### src/rtl/src_seq_pkg.sv
package src_seq_pkg;

    typedef enum logic [1:0] {
        ST_POWERDOWN    = 2'd0,
        ST_WAIT_LOCK    = 2'd1,
        ST_RUN          = 2'd2,
        ST_CLKCHG_RESET = 2'd3
    } seq_state_t;

endpackage

### src/rtl/seq_ctrl_fsm.sv
module seq_ctrl_fsm
    import src_seq_pkg::*;
#(
    parameter int LOCK_TMO = 4800
) (
    input  logic       clk,
    input  logic       rst_n,
    input  logic       pd_n,
    input  logic       pwr_en,
    input  logic       clk_chg_in,
    input  logic       clk_chg_out,
    input  logic       lock_done,
    input  logic       word_stb,
    output seq_state_t st,
    output logic       filt_rst,
    output logic       sdio_oe,
    output logic       run
);

    localparam int            TW       = $clog2(LOCK_TMO + 1);
    localparam logic [TW-1:0] TMO_LAST = TW'(LOCK_TMO - 1);

    seq_state_t    st_nxt;
    logic [TW-1:0] tmo_cnt;
    logic          pd_req;
    logic          chg;

    assign pd_req = !pd_n || !pwr_en;
    assign chg    = clk_chg_in || clk_chg_out;

    // next-state decision: power-down first, then clock change
    always_comb begin
        st_nxt = st;
        if (pd_req) begin
            st_nxt = ST_POWERDOWN;
        end else if (chg) begin
            st_nxt = ST_CLKCHG_RESET;
        end else begin
            unique case (st)
                ST_POWERDOWN:    st_nxt = ST_WAIT_LOCK;
                ST_WAIT_LOCK: begin
                    if (lock_done)
                        st_nxt = ST_RUN;
                    else if (word_stb && tmo_cnt == TMO_LAST)
                        st_nxt = ST_RUN;
                end
                ST_RUN:          st_nxt = ST_RUN;
                ST_CLKCHG_RESET: st_nxt = ST_WAIT_LOCK;
            endcase
        end
    end

    // state register
    always_ff @(posedge clk or negedge rst_n) begin
        if (!rst_n)
            st <= ST_POWERDOWN;
        else
            st <= st_nxt;
    end

    // lock timeout, counted in output word strobes
    always_ff @(posedge clk or negedge rst_n) begin
        if (!rst_n)
            tmo_cnt <= '0;
        else if (st != ST_WAIT_LOCK)
            tmo_cnt <= '0;
        else if (word_stb)
            tmo_cnt <= tmo_cnt + 1'b1;
    end

    // state-decoded outputs
    always_comb begin
        filt_rst = 1'b0;
        sdio_oe  = 1'b0;
        run      = 1'b0;
        unique case (st)
            ST_POWERDOWN: begin
                filt_rst = 1'b1;
                sdio_oe  = 1'b1;
            end
            ST_WAIT_LOCK:    ;
            ST_RUN:          run = 1'b1;
            ST_CLKCHG_RESET: filt_rst = 1'b1;
        endcase
    end

endmodule

### src/rtl/seq_gain_ramp.sv
module seq_gain_ramp
    import src_seq_pkg::*;
#(
    parameter int RAMP_BITS = 10
) (
    input  logic                 clk,
    input  logic                 rst_n,
    input  seq_state_t           st,
    input  logic                 smute_req,
    input  logic                 word_stb,
    output logic [RAMP_BITS:0]   gain
);

    localparam int              GW   = RAMP_BITS + 1;
    localparam logic [GW-1:0]   FULL = GW'(1) << RAMP_BITS;

    always_ff @(posedge clk or negedge rst_n) begin
        if (!rst_n) begin
            gain <= FULL;
        end else begin
            unique case (st)
                ST_POWERDOWN:
                    gain <= smute_req ? '0 : FULL;
                ST_WAIT_LOCK, ST_CLKCHG_RESET:
                    if (smute_req) gain <= '0;
                ST_RUN:
                    if (word_stb) begin
                        if (smute_req && gain != '0)
                            gain <= gain - 1'b1;
                        else if (!smute_req && gain != FULL)
                            gain <= gain + 1'b1;
                    end
            endcase
        end
    end

endmodule

### src/rtl/seq_gain_apply.sv
module seq_gain_apply #(
    parameter int DATA_W    = 24,
    parameter int RAMP_BITS = 10
) (
    input  logic signed [DATA_W-1:0] din,
    input  logic        [RAMP_BITS:0] gain,
    input  logic                      pass,
    output logic signed [DATA_W-1:0] dout
);

    localparam int PW = DATA_W + RAMP_BITS + 2;
    localparam int SH = RAMP_BITS;

    logic signed [PW-1:0] prod;
    logic signed [PW-1:0] bias;
    logic signed [PW-1:0] biased;
    logic signed [PW-1:0] shifted;

    always_comb begin
        prod    = PW'(din) * $signed({1'b0, gain});
        // add 2^SH-1 to negative products so the shift truncates toward zero
        bias    = $signed({{(PW-SH){1'b0}}, {SH{prod[PW-1]}}});
        biased  = prod + bias;
        shifted = biased >>> SH;
        dout    = pass ? shifted[DATA_W-1:0] : '0;
    end

endmodule

### src/rtl/src_out_sequencer.sv
module src_out_sequencer
    import src_seq_pkg::*;
#(
    parameter int DATA_W    = 24,
    parameter int RAMP_BITS = 10,
    parameter int LOCK_TMO  = 4800
) (
    input  logic              clk,
    input  logic              rst_n,
    input  logic              pd_n,
    input  logic              pwr_en,
    input  logic              clk_chg_in,
    input  logic              clk_chg_out,
    input  logic              lock_done,
    input  logic              smute_req,
    input  logic              word_stb,
    input  logic [DATA_W-1:0] raw_sample,
    output logic [DATA_W-1:0] out_sample,
    output logic              filt_rst,
    output logic              sdio_oe
);

    seq_state_t         st_w;
    logic               run_w;
    logic [RAMP_BITS:0] gain_w;
    logic signed [DATA_W-1:0] scaled_w;

    seq_ctrl_fsm #(
        .LOCK_TMO (LOCK_TMO)
    ) u_fsm (
        .clk         (clk),
        .rst_n       (rst_n),
        .pd_n        (pd_n),
        .pwr_en      (pwr_en),
        .clk_chg_in  (clk_chg_in),
        .clk_chg_out (clk_chg_out),
        .lock_done   (lock_done),
        .word_stb    (word_stb),
        .st          (st_w),
        .filt_rst    (filt_rst),
        .sdio_oe     (sdio_oe),
        .run         (run_w)
    );

    seq_gain_ramp #(
        .RAMP_BITS (RAMP_BITS)
    ) u_ramp (
        .clk       (clk),
        .rst_n     (rst_n),
        .st        (st_w),
        .smute_req (smute_req),
        .word_stb  (word_stb),
        .gain      (gain_w)
    );

    seq_gain_apply #(
        .DATA_W    (DATA_W),
        .RAMP_BITS (RAMP_BITS)
    ) u_apply (
        .din  ($signed(raw_sample)),
        .gain (gain_w),
        .pass (run_w),
        .dout (scaled_w)
    );

    assign out_sample = scaled_w;

endmodule

### config.mk
export PLATFORM = sky130hd
export DESIGN_NAME = src_out_sequencer
export DESIGN_NICKNAME = d
export VERILOG_FILES = /design/src/rtl/src_seq_pkg.sv /design/src/rtl/seq_ctrl_fsm.sv /design/src/rtl/seq_gain_ramp.sv /design/src/rtl/seq_gain_apply.sv /design/src/rtl/src_out_sequencer.sv
export SDC_FILE = /design/constraint.sdc
export NUM_CORES = 1
export LEC_CHECK = 0
export BUFFER_PORTS_ARGS = -buffer_cell sky130_fd_sc_hd__buf_2
export CORE_ASPECT_RATIO = 1.5
export CORE_MARGIN = 4
export CORE_UTILIZATION = 45
export CTS_BUF_LIST = sky130_fd_sc_hd__clkbuf_2
export CTS_CLUSTER_DIAMETER = 30
export DETAILED_ROUTE_END_ITERATION = 10
export GPL_ROUTABILITY_DRIVEN = 0
export GPL_TIMING_DRIVEN = 0
export HOLD_SLACK_MARGIN = 0.03
export PLACE_DENSITY_LB_ADDON = 0.05
export SYNTH_ARGS = -nofsm -noshare
export SYNTH_HDL_FRONTEND = slang
export SYNTH_SLANG_ARGS = --single-unit
### constraint.sdc
create_clock -name clk -period 8 [get_ports clk]
set_clock_uncertainty 0.05 [all_clocks]
set_input_delay 0.4 -clock clk [delete_from_list [all_inputs] [get_ports clk]]
set_output_delay 0.4 -clock clk [all_outputs]
set_load 0.01 [all_outputs]
=== Yosys cells after proc, flatten, opt, wreduce, memory -nomap -nowiden ===
Cells that the tools add are included.

* Bits in registers: 26
* Logic and storage cells: 49

* Add/sub/neg operators: 4
* $mul: 1
* Equality and inequality tests: 10
* Mux-type cells: 17
* Reduce and logical (&&, ||, !) cells: 14

{| class="wikitable"
|+ Operator list
! cell !! count
|-
| two-way mux 11 bit || 5
|-
| multiplier 24 x 12 -> 36 bit || 1
|-
| adder 34 x 11 -> 34 bit || 1
|-
| case mux 11 bit (3 select lines) || 1
|-
| two-way mux 13 bit || 2
|-
| two-way mux 24 bit || 1
|-
| adder 13 x 1 -> 13 bit (second input constant) || 1
|-
| equality test 13 bit (second input constant) || 1
|-
| adder 11 x 1 -> 11 bit (second input constant) || 1
|-
| != test 11 bit (second input constant) || 1
|-
| nonzero test 11 bit || 1
|-
| subtractor 11 x 1 -> 11 bit (second input constant) || 1
|-
| two-way mux 2 bit || 4
|-
| case mux 2 bit (3 select lines) || 1
|-
| != test 5 x 2 -> 1 bit (second input constant) || 1
|-
| equality test 2 bit (second input constant) || 2
|-
| != test 2 bit (second input constant) || 2
|-
| OR reduction 2 bit || 2
|-
| logical AND 1 bit || 3
|-
| logical NOT 1 bit || 3
|-
| two-way mux 1 bit || 3
|-
| != test 3 x 1 -> 1 bit (second input constant) || 1
|-
| AND reduction 3 bit || 1
|-
| equality test 2 x 1 -> 1 bit (second input constant) || 1
|-
| other kinds (4) || 5
|}

=== Depth between registers and ports, before layout ===
Gate-level depths: netlist of run 1.

* Depth in word-level cells: 7
* Depth in mapped cells: 31
* Depth with buffers taken out: 27

=== Cells and area by module ===
Synthesis of run 1 repeated with hierarchy kept, for this count alone.

* Cell total of the unflattened synthesis: 1450
* Area total of the unflattened synthesis: 12333.1 sq um

{| class="wikitable"
|+ Modules (own cells, without submodules)
! module !! instances !! cells each !! area each (sq um) !! sequential area each (sq um)
|-
| seq_gain_apply || 1 || 1266 || 10502.6 || 0.0
|-
| seq_gain_ramp || 1 || 100 || 959.7 || 276.5
|-
| seq_ctrl_fsm || 1 || 84 || 870.8 || 375.4
|}

=== Worst setup path before layout of run 1 ===
No wires, ideal clock.

* Kind: register -> output
* From: register u_ramp.gain[3]
* To: output out_sample[21]
* Arrival time: 7.350 ns
* Required time: 7.550 ns
* Path slack: 0.200 ns
* Stages on the path, launching flop included: 30
* Path buffers: 4
* Cell sequence: dfrtp_1 clkbuf_1 clkbuf_1 nand2_1 fa_1 fa_1 inv_1 fa_1 fa_1 inv_1 fa_1 inv_1 ha_1 clkbuf_1 a21o_1 a31o_2 o2111ai_1 a21oi_1 a21oi_1 xnor2_1 ha_1 a21oi_1 or4b_2 o211a_1 nand3_1 or4_1 buf_2 or2_4 nor4_4 mux2i_1

* Cells in the longest elaborated chain, start to end: 3

{| class="wikitable"
|+ RTL lines
! what !! line !! source
|-
| from (decl) || seq_gain_ramp.sv:11 || <nowiki>output logic [RAMP_BITS:0] gain</nowiki>
|-
| from (signal assigned) || seq_gain_ramp.sv:23 || <nowiki>gain <= smute_req ? '0 : FULL;</nowiki>
|-
| from (signal assigned) || seq_gain_ramp.sv:29 || <nowiki>gain <= gain - 1'b1;</nowiki>
|-
| from (signal assigned) || seq_gain_ramp.sv:31 || <nowiki>gain <= gain + 1'b1;</nowiki>
|-
| multiplier 24 x 12 -> 36 bit || seq_gain_apply.sv:20 || <nowiki>prod = PW'(din) * $signed({1'b0, gain});</nowiki>
|-
| adder 34 x 11 -> 34 bit || seq_gain_apply.sv:23 || <nowiki>biased = prod + bias;</nowiki>
|-
| two-way mux 24 bit || seq_gain_apply.sv:25 || <nowiki>dout = pass ? shifted[DATA_W-1:0] : '0;</nowiki>
|-
| to (decl) || src_out_sequencer.sv:18 || <nowiki>output logic [DATA_W-1:0] out_sample,</nowiki>
|}

No other way between the ends.

=== Worst setup path in the final report of run 1 ===
* From: register u_ramp.gain[7]
* To: output out_sample[18]

Same word-level chain as after synthesis.

==> summary.md, run 1 <==
| Metric | Value |
|---|---|
| Crit path DAT | 7.50 ns |
| FF+latch count, synth | 26 |
| Synthesized area | 12020 sq um |
| Port buffer count | 57 |
| Ys flop type | dfrtp_1 |
| H-tree levels | 1 |
| Mapped Nets | 1807 |
| Status | completed |
| Slew @ Worst Pin | 0.9555 ns |
| Die ar. | 29440 sq um |
| Largest net degree at the start of global routing | 27 |
| Maxcap violations | 0 |
| Boundary Pins | 59 |
| Worst-path clk slew | 0.26 ns |
| Root buf cell | clkbuf_2 |
| Mapped Cells | 1447 |
| Asr flop ratio synth | 1.000 |
| Sink Count | 26 |
| Initial Util | 0.4553 |
| Die W | 141.4 um |
| Leakage power | 0.007140 uW |
| Post-route ant nets | 0 |
| Setup_tns | 0 ns |
| Final Hold Violating Endpoints | 0 |
| Drt via density | 5.203 |
| RSZ-0062 raised after global routing | yes |
| Period utilization | 0.9934 |
| Area growth, synth to finish | 17.08% |
| Vias in the first global route | 10700 |
| Required time worst endpoint | 7.55 ns |
| Tot GR Track Use | 0.2386 |
| Synth Area per Inst | 8.305 sq um |
| Wire per inst | 17.90 um |
| Die height | 208.2 um |
| Final setup margin | 0.05276 ns |
| Core Box Area | 26400 sq um |
| Slew Limit Fails | 0 |
| Setup CP Type | reg -> out |
| Hold_ws | 0.2883 ns |
| Total number of vias | 9880 |
| Worst ir drop on vdd | 0.00007379 V |
| GR Overflow Total | 0 |
| Final Setup Violations | 0 |
| Post-synth EDFFs | 0 |
| CP max stage delay | 0.60 ns |
| Buf/Inv on CP | 8 |
| Final wirelength | 33990 um |
| Final #Nets | 1923 |
| Initial antenna violation count | 1 |
| Slowest CP cell | fa_1 |
| Post-DP HPWL | 27760 um |
| Ant diodes | 0 |
| Most frequent cells in the layout | inv_1 (311), nand2_1 (238), fa_1 (210), and2_1 (85), ha_1 (70) |
| Fin crit period | 7.947 ns |
| Synthesis Warnings | 0 |
| Worst slew margin | 0.3617 |
| Worst-Skew Late Latency | 0.36 ns |
| CP startpoint kind | flop |
| CTS max path bufs | 2 |
| CTS buffer count | 3 |
| DR DRC count | 0 |
| Worst setup EP type | output port |
| Rows | 73 |
| CP delay by family, top | adder cells |
| First-pass GRT wire length | 55660 um |
| Setup Slack @ Placement | -1.378 ns |
| First-pass detailed-route iteration total | 5 |
| Power density cells | 101.1 nW/um^2 |
| F_max | 125.8 MHz |
| Maximum fanout along the worst path | 7 |
| Initial DRC count | 350 |
| CTS tree | done |
| Cell variety after synth | 69 |
| Layout cells sized above 1 | 0.1780 |
| HP Class | in -> reg |
| Sequential fraction of the synthesis area | 0.05424 |
| Most common cell after layout, fill and taps aside | inv_1 |
| Most frequent CP cell | fa_1 |
==> tightest hold or removal path: cells and delay by family <==
kind,cells,cell delay (ns)
muxes,1,0.08
buffers and inverters,1,0.07
and+or+nand+nor,1,0.15
==> registers in the layout, summed over array words and instances (netlist names) <==
name           flops
u_fsm.st           2
u_fsm.tmo_cnt     13
u_ramp.gain       11
==> routing by layer <==
| metal | routed length [um] | GRT usage |
|---|---|---|
| met5 | 0 | 0 |
| met4 | 1489 | 0.07914 |
| met3 | 993 | 0.01541 |
| met2 | 18440 | 0.4512 |
| met1 | 13060 | 0.2832 |
==> synth_stat cells (all sizes together), types with 7 or more instances <==
master    n  area share
inv     324        0.10
nand2   243       0.076
fa      234        0.39
ha       93       0.097
and2     85       0.044
clkbuf   67       0.021
a21oi    48       0.021
xnor2    42       0.031
nor2     33       0.010
dfrtp    25       0.052
o21ai    21      0.0091
xor2     20       0.015
a21o     17       0.011
nor3     14      0.0058
nand3    11      0.0046
o21bai   11      0.0069
a31oi    10      0.0052
a21boi    9      0.0056
and4      9      0.0066
mux2i     9      0.0075
nor4      8      0.0054
or2       8      0.0044
and3      7      0.0041
nand4     7      0.0036
nor2b     7      0.0036
==> timing repair <==
item,4_1_cts,5_1_grt
endpoints found under the setup margin,24,20
gates resized for setup,125,86
hold endpoints to repair,25,0
buffers inserted,35,31
hold buffers,1,0
pin swaps,31,82
gates cloned,2,2
==> kinds of logic (layout without fill, tap and decap cells) <==
| family | Yosys count | in the layout | synth area share |
|---|---|---|---|
| compound gates | 165 | 165 | 0.09412 |
| buf+inv | 396 | 511 | 0.1239 |
| xor+xnor | 63 | 63 | 0.04706 |
| simple gates | 461 | 461 | 0.1866 |
| flops | 26 | 26 | 0.05424 |
| mux | 9 | 9 | 0.007496 |
| fa+ha+maj | 327 | 327 | 0.4866 |
==> path summary, 6_finish.rpt <==
check,startpoint,to,slack [ns],cells after the start
min reg2reg,u_fsm.tmo_cnt[5],u_fsm.tmo_cnt[5],0.53,2
max reg2reg,u_ramp.gain[7],u_ramp.gain[10],3.65,18
max in group asynchronous,rst_n,u_ramp.gain[0],6.98,2
min in group asynchronous,rst_n,u_fsm.tmo_cnt[4],0.48,2
max,u_ramp.gain[7],out_sample[18],0.05,29
min,lock_done,u_fsm.st[1],0.29,3
==> report_power, final <==
part	leakage [uW]	total (uW)	switching, uW	internal (uW)
registers	0.000345	146	8.35	137
clock network	0.0000166	55.4	42.2	13.2
logic	0.00678	1220	707	514
==> layout make-up <==
type                            instances  area, sq um
Fill cell                            2561        12330
Buffer                                 55        422.9
Multi-Input combinational cell       1025        10430
Inverter                              324         1220
Timing Repair Buffer                  128        899.6
Sequential cell                        26        660.6
Clock buffer                            4        20.02
Tap cell                              337        421.7
==> through the flow <==
stage / std cells / total power, uW / instance area [sq um] / utilization
after floorplan: 1447 / 913.8 / 12020 / -
after global placement: 1841 / 1199 / 12720 / 0.4821
after detailed placement: 1841 / 1208 / 12720 / 0.4821
after CTS: 1868 / 1354 / 13510 / 0.5120
after global routing: 1899 / 1583 / 14070 / 0.5331
final: 1899 / 1422 / 14070 / 0.5331
Power figures use the tool's default switching activity.
==> run 2: changes to the inputs <==
- CORE_ASPECT_RATIO: 1.5 -> not set
==> summary.md, run 2 (synthesized netlist as in run 1, its figures left out) <==
| Metric | Value |
|---|---|
| CTS buffer count | 3 |
| Post-DP HPWL | 26830 um |
| Fin crit period | 8.039 ns |
| Initial Util | 0.4599 |
| Most frequent cells in the layout | inv_1 (313), nand2_1 (237), fa_1 (212), and2_1 (84), ha_1 (72) |
| Slew Limit Fails | 0 |
| Ant diodes | 0 |
| Period utilization | 1.005 |
| Wire per inst | 17.54 um |
| Initial antenna violation count | 0 |
| Required time worst endpoint | 7.55 ns |
| Cell internal pwr | 662.1 uW |
| Rows | 59 |
| Die height | 171.4 um |
| Largest net degree at the start of global routing | 27 |
| F_max | 124.4 MHz |
| GR Overflow Total | 0 |
| Most common cell after layout, fill and taps aside | inv_1 |
| Final Setup Violations | 1 |
| Worst setup EP type | output port |
| Drt via density | 5.234 |
| Slowest CP cell | fa_2 |
| Core Box Area | 26130 sq um |
| Initial DRC count | 512 |
| Tot GR Track Use | 0.2375 |
| Final setup margin | -0.03939 ns |
| Most frequent CP cell | fa_2 |
| Vias in the first global route | 10500 |
| Worst ir drop on vdd | 0.00008721 V |
| Worst-Skew Late Latency | 0.36 ns |
| Maximum fanout along the worst path | 7 |
| Crit path DAT | 7.59 ns |
| Post-route ant nets | 0 |
| Setup Slack @ Placement | -1.393 ns |
| Status | finished with violations |
| Switching power | 753.3 uW |
| Comb pwr share | 0.860 |
| Maxcap violations | 0 |
| DR DRC count | 0 |
| Leakage power | 0.007209 uW |
| Final wirelength | 33440 um |
| CTS max path bufs | 2 |
| Port buffer count | 57 |
| Failing checks | setup timing |
| Tot Pwr | 1415 uW |
| Slew @ Worst Pin | 0.9801 ns |
| HP Class | in -> reg |
| RSZ-0062 raised after global routing | yes |
| Setup_tns | -0.03939 ns |
| Worst-path clk slew | 0.27 ns |
| Leading registers by flop count | u_fsm.tmo_cnt: 13 flops, u_ramp.gain: 11 flops, u_fsm.st: 2 flops |
| CP max stage delay | 0.58 ns |
| First-pass detailed-route iteration total | 5 |
| Biggest register | u_fsm.tmo_cnt |
| Final core occ | 0.5395 |
| Final Hold Violating Endpoints | 0 |
| Final #Nets | 1932 |
| Finished Cell Area | 14100 sq um |
| CTS tree | done |
| Boundary Pins | 59 |
| Seq pwr share | 0.102 |
| Die ar. | 29380 sq um |
| Area growth, synth to finish | 17.31% |
| Cell Area, Placed | 12720 sq um |
| Layout cells sized above 1 | 0.1795 |
| First-pass GRT wire length | 55020 um |
| Die W | 171.4 um |
| Root buf cell | clkbuf_2 |
| Switching share of total power | 0.5322 |
| Max reg flops | 13 |
| Sink Count | 26 |
| CP startpoint kind | flop |
| H-tree levels | 1 |
| Power density cells | 100.4 nW/um^2 |
| Total number of vias | 9976 |
| Clock power frac | 0.037 |
| Setup CP Type | reg -> out |
| Worst slew margin | 0.3410 |
run 2: cell types whose count changed in the layout (fill, tap and decap cells not counted), sizes merged:
cell / change
buf: +9
clkinv: +1
clkinvlp: -1
inv: +1
clkbuf: -1
run 2: repair_timing:
item,4_1_cts,5_1_grt
pin swaps,42,77
setup endpoints to repair,24,21
buffers inserted,52,25
resized for setup,123,90
hold buffers,1,0
endpoints found under the hold margin,25,0
cloned,1,0
run 2: final cells by class:
| cell class | instances | area [sq um] |
|---|---|---|
| fill | 2515 | 12030 |
| multi-input combinational | 1025 | 10440 |
| inverter | 324 | 1216 |
| timing repair buffer | 136 | 935.9 |
| sequential | 26 | 659.4 |
| tap | 335 | 419.2 |
| buffer | 56 | 407.9 |
| clock buffer | 3 | 15.01 |
| clock inverter | 1 | 3.754 |
run 2: power groups by stage:
stage	sequential (uW)	combinational, uW	clock, uW
finish	145	1220	52.6
global route	146	1380	61.9
CTS	145	1140	55.2
detailed placement	144	1050	0
global placement	144	1040	0
floorplan	142	772	0
run 2: final timing paths:
check | slack, ns | depth (start not counted) | from | end
max in group asynchronous | 6.96 | 2 | rst_n | u_ramp.gain[6]
worst max-delay path | -0.04 | 30 | u_ramp.gain[7] | out_sample[21]
worst min-delay path | 0.29 | 3 | lock_done | u_fsm.st[0]
min in group asynchronous | 0.48 | 2 | rst_n | u_fsm.tmo_cnt[3]
worst min register to register | 0.54 | 2 | u_fsm.tmo_cnt[5] | u_fsm.tmo_cnt[5]
worst max register to register | 3.80 | 16 | u_ramp.gain[5] | u_ramp.gain[10]
run 2: per-layer routing:
metal	vias up	wire [um]	global-route usage
li1	4680	-	-
met1	5022	14600	0.3211
met2	241	16640	0.4226
met3	33	1577	0.02068
met4	0	620	0.04134
met5	-	0	0
run 2: worst max-delay path, delay by kind of cell (launching register included):
kind,cells,cell delay [ns]
AO/OA/AOI/OAI,6,0.95
XOR/XNOR,1,0.10
adder cells (fa/ha/maj),7,3.04
buffers and inverters,8,0.94
flip-flops,1,0.44
multiplexers,1,0.20
AND/OR/NAND/NOR,7,1.56
run 2: metrics by stage:
| stage | hold WS, ns | instances |
|---|---|---|
| floorplan | 0.05441 | 1447 |
| global placement | 0.4028 | 1839 |
| detailed placement | 0.4049 | 1839 |
| CTS | 0.2676 | 1883 |
| global route | 0.2534 | 1906 |
| finish | 0.2923 | 1906 |
==> run 3: changes to the inputs <==
- CORE_ASPECT_RATIO: not set -> 1.25
==> summary.md, run 3 (synthesized netlist as in run 1, its figures left out) <==
| Metric | Value |
|---|---|
| DP Cell Count | 1844 |
| Final setup margin | 0.1934 ns |
| CTS max path bufs | 2 |
| Max reg flops | 13 |
| Cell internal pwr | 705.2 uW |
| Non-Filler Instances | 1903 |
| Setup CP Type | reg -> out |
| CP max stage delay | 0.59 ns |
| Status | completed |
| Switching power | 759.7 uW |
| First-pass GRT wire length | 55040 um |
| Comb pwr share | 0.841 |
| Maxcap violations | 0 |
| CP startpoint kind | flop |
| Buf/Inv on CP | 7 |
| Most frequent CP cell | fa_1 |
| Wire per inst | 17.78 um |
| Boundary Pins | 59 |
| Final #Nets | 1924 |
| Required time worst endpoint | 7.55 ns |
| Port buffer count | 57 |
| Final wirelength | 33840 um |
| Fin crit period | 7.807 ns |
| Worst Hold Depth | 3 |
| Area growth, synth to finish | 17.49% |
| HP Class | in -> reg |
| Die height | 190.7 um |
| Final Hold Violating Endpoints | 0 |
| Crit path DAT | 7.36 ns |
| Post-route ant nets | 0 |
| Period utilization | 0.9758 |
| Cell Area, Placed | 12730 sq um |
| RSZ-0062 raised after global routing | yes |
| Largest net degree at the start of global routing | 27 |
| Power density cells | 103.7 nW/um^2 |
| Leading registers by flop count | u_fsm.tmo_cnt: 13 flops, u_ramp.gain: 11 flops, u_fsm.st: 2 flops |
| Ant diodes | 0 |
| Die ar. | 29400 sq um |
| GR Overflow Total | 0 |
| Total number of vias | 9919 |
| Worst-Skew Late Latency | 0.38 ns |
| CP delay by family, top | adder cells |
| Final Setup Violations | 0 |
| H-tree levels | 1 |
| Finished Cell Area | 14120 sq um |
| Clock power frac | 0.059 |
| Tot GR Track Use | 0.2360 |
| Drt via density | 5.212 |
| CTS buffer count | 3 |
| Rows | 66 |
| F_max | 128.1 MHz |
| Die W | 154.2 um |
| Worst-path clk slew | 0.29 ns |
| CTS tree | done |
| Worst ir drop on vdd | 0.00006542 V |
| Most common cell after layout, fill and taps aside | inv_1 |
| Initial Util | 0.4591 |
| DR DRC count | 0 |
| Worst setup EP type | output port |
| Initial antenna violation count | 1 |
| Seq pwr share | 0.100 |
| Slew Limit Fails | 0 |
| Slew @ Worst Pin | 0.9109 ns |
| Initial DRC count | 392 |
| Hold_ws | 0.3023 ns |
| First-pass detailed-route iteration total | 5 |
| Core Box Area | 26180 sq um |
| Layout cells sized above 1 | 0.1766 |
| Sink Count | 26 |
| Biggest register | u_fsm.tmo_cnt |
| Total number of cells along the worst setup path | 29 |
| Slowest CP cell | fa_1 |
| Leakage power | 0.007162 uW |
| Maximum fanout along the worst path | 6 |
| Most frequent cells in the layout | inv_1 (308), nand2_1 (234), fa_1 (215), and2_1 (85), ha_1 (72) |
| Switching share of total power | 0.5186 |
| Root buf cell | clkbuf_2 |
| Worst R2R Path Depth | 17 |
| Vias in the first global route | 10600 |
| Post-DP HPWL | 27260 um |
| Worst slew margin | 0.3915 |
| Setup Slack @ Placement | -1.274 ns |
run 3: changes by cell type in the layout (fill, tap and decap cells not counted), moves of 3 or more:
cell and change:
nand2_2 +4, fa_1 +3, inv_2 +5, fa_2 -3, clkbuf_16 +4, nand2_1 -3, buf_4 -9, inv_1 -5
run 3: path summary, 6_finish.rpt:
kind / slack (ns) / to / from
min in group asynchronous: 0.45 / u_fsm.tmo_cnt[4] / rst_n
max in group asynchronous: 6.99 / u_ramp.gain[0] / rst_n
max: 0.19 / out_sample[21] / u_ramp.gain[4]
max reg2reg: 3.69 / u_ramp.gain[10] / u_ramp.gain[7]
min: 0.30 / u_fsm.tmo_cnt[0] / word_stb
min reg2reg: 0.54 / u_fsm.tmo_cnt[5] / u_fsm.tmo_cnt[5]
run 3: area by class of cell:
class	instances	area, sq um
buffer	60	499.2
clock buffer	3	15.01
clock inverter	1	30.03
fill	2527	12060
inverter	324	1216
multi-input combinational	1025	10440
sequential	26	656.9
tap	340	425.4
timing repair buffer	124	837.1
run 3: power groups by stage:
stage | registers [uW] | clock network, uW | logic (uW)
after floorplan | 142 | 0 | 772
after global placement | 144 | 0 | 1040
after detailed placement | 144 | 0 | 1050
after CTS | 148 | 88.5 | 1150
after global routing | 147 | 94.4 | 1390
final | 146 | 86.9 | 1230
run 3: metrics by stage:
step                utilization  TNS [ns]  total power (uW)
floorplan                     -         0             913.8
global placement         0.4862    -21.37              1186
detailed placement       0.4862    -21.66              1197
CTS                      0.5206         0              1389
global route             0.5394   -0.4169              1634
finish                   0.5394         0              1465
run 3: timing repair:
action | 4_1_cts | 5_1_grt
cloned | 1 | 3
pin swaps | 47 | 64
hold endpoints to repair | 25 | 0
setup endpoints to repair | 24 | 20
hold buffers | 1 | 0
setup buffers | 33 | 29
gates resized for setup | 144 | 80
run 3: layer usage:
metal,vias up,part of all wire,GRT usage
met3,66,0.035,0.01544
met4,0,0.040,0.07475
met5,-,0,0
met2,207,0.52,0.4339
met1,4983,0.41,0.2953
li1,4663,-,-
run 3: tightest hold or removal path, cell delays in order:
cell	delay [ns]
buf_2	0.13
xor2_1	0.07
and2_1	0.14
